File: config.mk
export PLATFORM = sky130hd
export DESIGN_NAME = subclk_mode_seq
export DESIGN_NICKNAME = d
export VERILOG_FILES = /design/src/rtl/lpm_pkg.sv /design/src/rtl/lpm_wake_qual.sv /design/src/rtl/lpm_mode_fsm.sv /design/src/rtl/lpm_subclk_div.sv /design/src/rtl/subclk_mode_seq.sv
export SDC_FILE = /design/constraint.sdc
export NUM_CORES = 1
export LEC_CHECK = 0
export BUFFER_PORTS_ARGS = -buffer_cell sky130_fd_sc_hd__buf_2
export CORE_UTILIZATION = 35
export DETAILED_ROUTE_END_ITERATION = 8
export HOLD_SLACK_MARGIN = 0.1
export PLACE_DENSITY = 0.8
export SLEW_MARGIN = 20
export SYNTH_ARGS = -nofsm -noshare
export SYNTH_HDL_FRONTEND = slang
export SYNTH_SLANG_ARGS = --single-unit
File: constraint.sdc
create_clock -name clk_w -period 3.3 [get_ports clk_w]
set_clock_uncertainty 0.15 [all_clocks]
set_input_delay 0.165 -clock clk_w [delete_from_list [all_inputs] [get_ports clk_w]]
set_output_delay 0.165 -clock clk_w [all_outputs]
set_load 0.03 [all_outputs]
File: src/rtl/lpm_pkg.sv
package lpm_pkg;

  typedef enum logic [1:0] {
    MODE_ACTIVE = 2'b00,
    MODE_SUBACT = 2'b01,
    MODE_SUBSLP = 2'b10,
    MODE_WATCH  = 2'b11
  } lpm_mode_e;

  localparam int LPM_NUM_WAKE = 19;
  localparam logic [LPM_NUM_WAKE-1:0] LPM_WATCH_SET  = 19'h00FFF;
  localparam logic [LPM_NUM_WAKE-1:0] LPM_SUBSLP_SET = 19'h7FFFF;
  localparam int LPM_DIV_W = 3;

endpackage

File: src/rtl/lpm_wake_qual.sv
module lpm_wake_qual #(
  parameter int NUM_WAKE = 19,
  parameter logic [NUM_WAKE-1:0] WATCH_SET  = '1,
  parameter logic [NUM_WAKE-1:0] SUBSLP_SET = '1
) (
  input  logic [NUM_WAKE-1:0] wake_req,
  input  logic [NUM_WAKE-1:0] wake_en,
  input  logic                irq_mask,
  output logic                hit_watch,
  output logic                hit_subslp,
  output logic                hit_any
);

  logic [NUM_WAKE-1:0] live;

  // per-source qualification: enabled and not globally masked
  for (genvar i = 0; i < NUM_WAKE; i++) begin : g_src
    assign live[i] = wake_req[i] & wake_en[i] & ~irq_mask;
  end

  assign hit_watch  = |(live & WATCH_SET);
  assign hit_subslp = |(live & SUBSLP_SET);
  assign hit_any    = |live;

endmodule

File: src/rtl/lpm_mode_fsm.sv
module lpm_mode_fsm
  import lpm_pkg::*;
(
  input  logic      clk_w,
  input  logic      rst_n,
  input  logic      sleep_req,
  input  logic      standby_sel,
  input  logic      lowspd_sel,
  input  logic      tmrclk_sel,
  input  logic      hit_watch,
  input  logic      hit_subslp,
  input  logic      hit_any,
  output lpm_mode_e state,
  output logic      direct_req
);

  lpm_mode_e state_nx;
  logic      direct_nx;
  logic      go_watch;
  logic      go_subslp;

  assign go_watch  = standby_sel & tmrclk_sel;
  assign go_subslp = ~standby_sel & lowspd_sel & tmrclk_sel;

  always_comb begin
    state_nx  = state;
    direct_nx = 1'b0;
    unique case (state)
      MODE_ACTIVE: begin
        if (sleep_req) begin
          if (go_watch)       state_nx = MODE_WATCH;
          else if (go_subslp) state_nx = MODE_SUBSLP;
        end
      end
      MODE_SUBACT: begin
        // a pending counted wake outranks the sleep strobe
        if (sleep_req && !hit_any) begin
          if (go_watch)       state_nx = MODE_WATCH;
          else if (go_subslp) state_nx = MODE_SUBSLP;
          else                direct_nx = 1'b1;
        end
      end
      MODE_SUBSLP: begin
        if (hit_subslp) state_nx = MODE_SUBACT;
      end
      MODE_WATCH: begin
        if (hit_watch) state_nx = lowspd_sel ? MODE_SUBACT : MODE_ACTIVE;
      end
      default: state_nx = MODE_ACTIVE;
    endcase
  end

  always_ff @(posedge clk_w or negedge rst_n) begin
    if (!rst_n) begin
      state      <= MODE_ACTIVE;
      direct_req <= 1'b0;
    end else begin
      state      <= state_nx;
      direct_req <= direct_nx;
    end
  end

endmodule

File: src/rtl/lpm_subclk_div.sv
module lpm_subclk_div #(
  parameter int DIV_W = 3
) (
  input  logic       clk_w,
  input  logic       rst_n,
  input  logic       run,
  input  logic [1:0] div_sel,
  output logic       cpu_ce
);

  localparam logic [DIV_W-1:0] MASK_FULL = '1;
  localparam logic [DIV_W-1:0] MASK_HALF = MASK_FULL >> 1;
  localparam logic [DIV_W-1:0] MASK_QTR  = MASK_FULL >> 2;

  logic [DIV_W-1:0] cnt;
  logic [DIV_W-1:0] term;

  // 00 -> slowest, 10 -> middle, x1 -> fastest
  always_comb begin
    if (div_sel[0])      term = MASK_QTR;
    else if (div_sel[1]) term = MASK_HALF;
    else                 term = MASK_FULL;
  end

  always_ff @(posedge clk_w or negedge rst_n) begin
    if (!rst_n)    cnt <= '0;
    else if (!run) cnt <= '0;
    else           cnt <= cnt + 1'b1;
  end

  assign cpu_ce = run && ((cnt & term) == term);

endmodule

File: src/rtl/subclk_mode_seq.sv
module subclk_mode_seq
  import lpm_pkg::*;
#(
  parameter int NUM_WAKE = LPM_NUM_WAKE,
  parameter logic [NUM_WAKE-1:0] WATCH_SET  = LPM_WATCH_SET,
  parameter logic [NUM_WAKE-1:0] SUBSLP_SET = LPM_SUBSLP_SET,
  parameter int DIV_W = LPM_DIV_W
) (
  input  logic                clk_w,
  input  logic                rst_n,
  input  logic                sleep_req,
  input  logic                standby_sel,
  input  logic                lowspd_sel,
  input  logic                tmrclk_sel,
  input  logic                irq_mask,
  input  logic [NUM_WAKE-1:0] wake_req,
  input  logic [NUM_WAKE-1:0] wake_en,
  input  logic [1:0]          div_sel,
  output logic [1:0]          mode,
  output logic                cpu_ce,
  output logic                direct_req
);

  logic      hit_watch;
  logic      hit_subslp;
  logic      hit_any;
  lpm_mode_e state;

  lpm_wake_qual #(
    .NUM_WAKE  (NUM_WAKE),
    .WATCH_SET (WATCH_SET),
    .SUBSLP_SET(SUBSLP_SET)
  ) u_qual (
    .wake_req  (wake_req),
    .wake_en   (wake_en),
    .irq_mask  (irq_mask),
    .hit_watch (hit_watch),
    .hit_subslp(hit_subslp),
    .hit_any   (hit_any)
  );

  lpm_mode_fsm u_fsm (
    .clk_w      (clk_w),
    .rst_n      (rst_n),
    .sleep_req  (sleep_req),
    .standby_sel(standby_sel),
    .lowspd_sel (lowspd_sel),
    .tmrclk_sel (tmrclk_sel),
    .hit_watch  (hit_watch),
    .hit_subslp (hit_subslp),
    .hit_any    (hit_any),
    .state      (state),
    .direct_req (direct_req)
  );

  lpm_subclk_div #(.DIV_W(DIV_W)) u_div (
    .clk_w  (clk_w),
    .rst_n  (rst_n),
    .run    (state == MODE_SUBACT),
    .div_sel(div_sel),
    .cpu_ce (cpu_ce)
  );

  assign mode = state;

endmodule

==> Word-level counts from Yosys, hierarchy flattened <==
Index checks and enable logic that the tools add are counted.
{ "totals": {"output_inout_bits": 4, "input_bits": 47, "ff_bits": 6, "wordCells": 78} }
{ "classes": {"n_reduce_logical": 7, "addsub": 1, "bitwise_logic": 44, "muxes": 15, "n_eq_ne": 8} }
{ "ops": {"columns": ["op", "count"], "rows": [
  ["$and 1x1->1", 41],
  ["$reduce_or 19->1", 1],
  ["$mux 2", 6],
  ["$reduce_or 12->1", 1],
  ["$mux 3", 3],
  ["$pmux 2 s4", 1],
  ["$ne 2x2->1 const B", 3],
  ["$mux 1", 5],
  ["$eq 2x2->1 const B", 2],
  ["$reduce_and 4->1", 1],
  ["$add 3x1->3 const B", 1],
  ["$and 3x3->3", 1],
  ["$eq 3x3->1", 1],
  ["$eq 2x1->1 const B", 1],
  ["$logic_and 1x1->1", 2],
  ["$logic_not 2->1", 1],
  ["$ne 2x1->1 const B", 1],
  ["$not 1->1", 2],
  ["$logic_not 1->1", 1]
]} }

==> Longest topological paths before layout <==
{ "logic_depth": {"ltp_word": 7, "mapped_depth": 5, "depth_no_buf": 5} }

==> Hierarchy <==
A second synthesis with hierarchy kept.
{ "hier_totals": {"hier_cells": 42, "area_unflattened_um2": 434.2} }
{ "by_module_without_submodules": {"columns": ["module", "area_per_inst_um2", "cells_per_inst", "n_inst"], "rows": [
  ["lpm_mode_fsm", 163.9, 17, 1],
  ["lpm_subclk_div", 131.4, 11, 1],
  ["lpm_wake_qual", 125.1, 13, 1],
  ["subclk_mode_seq", 13.8, 1, 1]
]} }

==> Worst setup path before layout <==
Ideal clock, no wire load.
{ "synth_path": {"kind": "register to output", "startpoint": "register u_fsm.state[0]", "endpoint": "output cpu_ce", "required_ps": 2985, "t_arrival_ps": 1353, "n_path_buf": 0, "slack_ps": 1632, "stages_incl_launch_ff": 5, "cell_sequence": "dfrtp_1 inv_1 nor2_1 nand2_1 a21oi_1"} }
{ "synth_via": {"elab_chain_cells": 2} }
{ "synth_lines": {"columns": ["element", "line", "rtl"], "rows": [
  ["from (decl)", "lpm_mode_fsm.sv:13", "output lpm_mode_e state,"],
  ["from (signal assigned)", "lpm_mode_fsm.sv:58", "state <= state_nx;"],
  ["$eq 2x1->1", "subclk_mode_seq.sv:59", ".run (state == MODE_SUBACT),"],
  ["$logic_and 1x1->1", "lpm_subclk_div.sv:31", "assign cpu_ce = run && ((cnt & term) == term);"],
  ["to (decl)", "subclk_mode_seq.sv:20", "output logic cpu_ce,"]
]} }
Every way passes these cells.

==> Final worst setup path <==
{ "layout_path": {"startpoint": "register u_fsm.state[1]", "endpoint": "register u_fsm.state[0]"} }
{ "layout_via": {"elab_chain_cells": 3} }
{ "layout_lines": {"columns": ["element", "line", "rtl"], "rows": [
  ["$eq 2x1->1 (tied with other cells)", "lpm_mode_fsm.sv:28", "unique case (state)"],
  ["$ne 2x2->1 (no line) / $ne 2x1->1 (equally long branches)", null, null],
  ["$reduce_and 4->1 (no line)", null, null]
]} }
Parallel ways exist; a longest one is shown, timed or not.
A chain may end at the register's enable or synchronous reset.

==> results.yml <==
timing:
  worstMarginPinSlew_ns: 0.240
  final_hold_viol_count: 0
  min_period_ns: 2.10
  grt_setup_unrepaired: "false"
  setup_viol: 0
  fin_crit_sh_pct: 63.6
  maxSlewHeadroom_pct: 83.9
  slew_viol_final: 0
  fin_setup_tns_ns: 0
  layout_setup_ws_ns: 1.20
  max_freq_ghz: 0.477
worst_setup_path:
  startpoint: "u_fsm.state[1]"
  crit_arrival_ns: 2.06
  reg2reg_to: "u_fsm.state[0]"
  reg2reg_depth: 6
  cp_slowest_cell: "dlygate4sd3_1"
  worstSetupEndpointType: "flop"
  endpoint: "u_fsm.state[0]"
  critPathKind: "flop to flop"
  path_max_fanout: 8
  cp.required_ns: 3.26
  start_kind: "flop"
  r2r-start: "u_fsm.state[1]"
  cp_cell_sequence: "nor2b_1, a21oi_1, a311oi_1, mux2_1, a221oi_2, dlygate4sd3_1"
  r2r_slack_ns: 1.20
  cp_slowest_stage_delay_ns: 0.56
synth:
  synth-seq-area-share_pct: 32.5
  synth-seq-cells: 6
  syn_inst: 50
  syn-num-nets: 98
  synth_cell_types: 23
  yosys_warnings: 0
  syn_area_per_cell_sq_um: 9.23
  syn-cell-area_sq_um: 462
floorplan:
  fp.dieH_um: 38.3
  coreArea_sq_um: 1170
  die_w_um: 38.3
  initial_core_util_pct: 39.4
  rows: 12
  dieArea_sq_um: 1470
  top_level_ports: 51
cells_and_area:
  layout.cells.most_common: "buf_2"
  drive_gt1_share_pct: 54.7
  diodes: 0
  utilization_pct: 66.8
  mostFrequentLayoutCells: "buf_2 (50), nor2_1 (6), dfrtp_1 (6)"
  postLayoutCellArea_sq_um: 782
  area_growth_syn_to_layout_pct: 69.4
  final_nets: 156
  fillers: 99
detailed_routing:
  routed-via-count: 614
  drtAntennaViolNets: 0
  wl_um: 1220
  dr.first_iter.drc_count: 7
  remaining_drc_errors: 0
  drt-pass1-iter-count: 5
  via_per_inst: 5.12
  routedWlPerCell_um: 10.2
global_route:
  track_usage_pct: 18.6
  grt_max_degree: 9
  grt_overflow_total: 0
  grt_pass1_vias: 547
  antenna_found_initial: 0
  grt_pass1_wl_um: 1860
clock_tree:
  cts.clk_slew.worst_paths_ns: 0.05
  cts_setup_buffers: 0
  cts_root_buf: "clkbuf_4"
  cts.htree.levels: 1
  clock_latency_ns: 0.24
  cts-resized-gates: 0
  cts.path.max_buffers: 2
  cts_sinks: 6
  ctsHoldBuffers: 3
  cts_buffers: 3
  cts_tree: "yes"
power_and_ir_drop:
  powerDensity_nw_per_um2: 467
  p_leak_nw: 0.422
  power_mw: 0.365
  peakVddDrop_v: 0.000160
place:
  dp_slack_ns: 1.70
  dp_hpwl_um: 1080
  placed_cell_area_sq_um: 729
  port_buffers: 50
  place_congestion: 0.888
worst_hold_path:
  hp-class: "primary input to async pin"
outcome:
  status: "completed"
run:
  cap_violations: 0
-- cell type report --
class	count	area, sq um	area share [%]
Multi-Input combinational cell	42	304	38.9
Inverter	2	7.51	0.960
Timing Repair Buffer	53	280	35.8
Sequential cell	6	150	19.2
Clock buffer	3	22.5	2.88
Tap cell	14	17.5	2.24
-- sequential cells by signal (all words and copies together), names as in the netlist --
register,flops
u_div.cnt,3
u_fsm.direct_req,1
u_fsm.state,2
-- cell families after synthesis --
group / synth area share (%)
AOI/OAI and AO/OA: 38.5
and+or+nand+nor: 20.3
DFF: 32.5
buffers and inverters: 1.63
xor gates and xnor gates: 1.90
muxes: 2.44
adders and majority gates: 2.71
-- critical path: cells and delay by family, from the launching register on --
family                 cells  cell delay (ns)
muxes                      1             0.19
DFF                        1             0.44
buffers and inverters      1             0.56
and+or+nand+nor            1             0.22
AOI/OAI and AO/OA          3             0.42
-- worst min path at each step --
| stage | slack (ns) | from | endpoint |
|---|---|---|---|
| detailed placement | -0.16 | rst_n | u_div.cnt[0] |
| CTS | 0.12 | rst_n | u_div.cnt[0] |
| global placement | -0.16 | rst_n | u_div.cnt[2] |
| finish | 0.13 | rst_n | u_div.cnt[0] |
| floorplan | -0.28 | rst_n | u_div.cnt[0] |
| global route | 0.14 | rst_n | u_div.cnt[0] |
-- through the flow --
step                      hold WS (ns)  cells
after detailed placement        -0.157    114
after floorplan                 -0.281     50
after CTS                        0.117    120
final                            0.131    120
after global placement          -0.160    114
after global routing             0.143    120
-- Yosys cell counts (all sizes together) --
cell type  n  share of area [%]
nor2       6                4.9
o21a       2                3.3
nor2b      1                1.4
ha         1                2.7
a22oi      2                3.3
a32o       1                2.2
a221oi     4                 13
mux2       1                2.4
a21oi      3                3.3
o21ai      2                2.2
a311oi     1                1.9
a22o       3                5.7
nand2b     3                4.1
xnor2      1                1.9
inv        2                1.6
dfrtp      6                 33
nand3      3                4.3
a21o       1                1.6
a222oi     1                2.2
nand2      4                3.3
and2       1                1.4
nor3       1                1.1
-- power by group --
group	internal [mW]	switching, mW
logic	0.0837	0.0928
registers	0.0997	0.0235
clock network	0.0410	0.0245
-- routing by layer --
layer	track usage, %	up-vias	routed length (um)
li1	-	308	-
met1	17.0	271	418
met2	36.4	35	675
met3	4.07	0	124
met4	10.7	0	0
met5	0	-	0
Note: power is estimated with default switching activity, not from simulation.
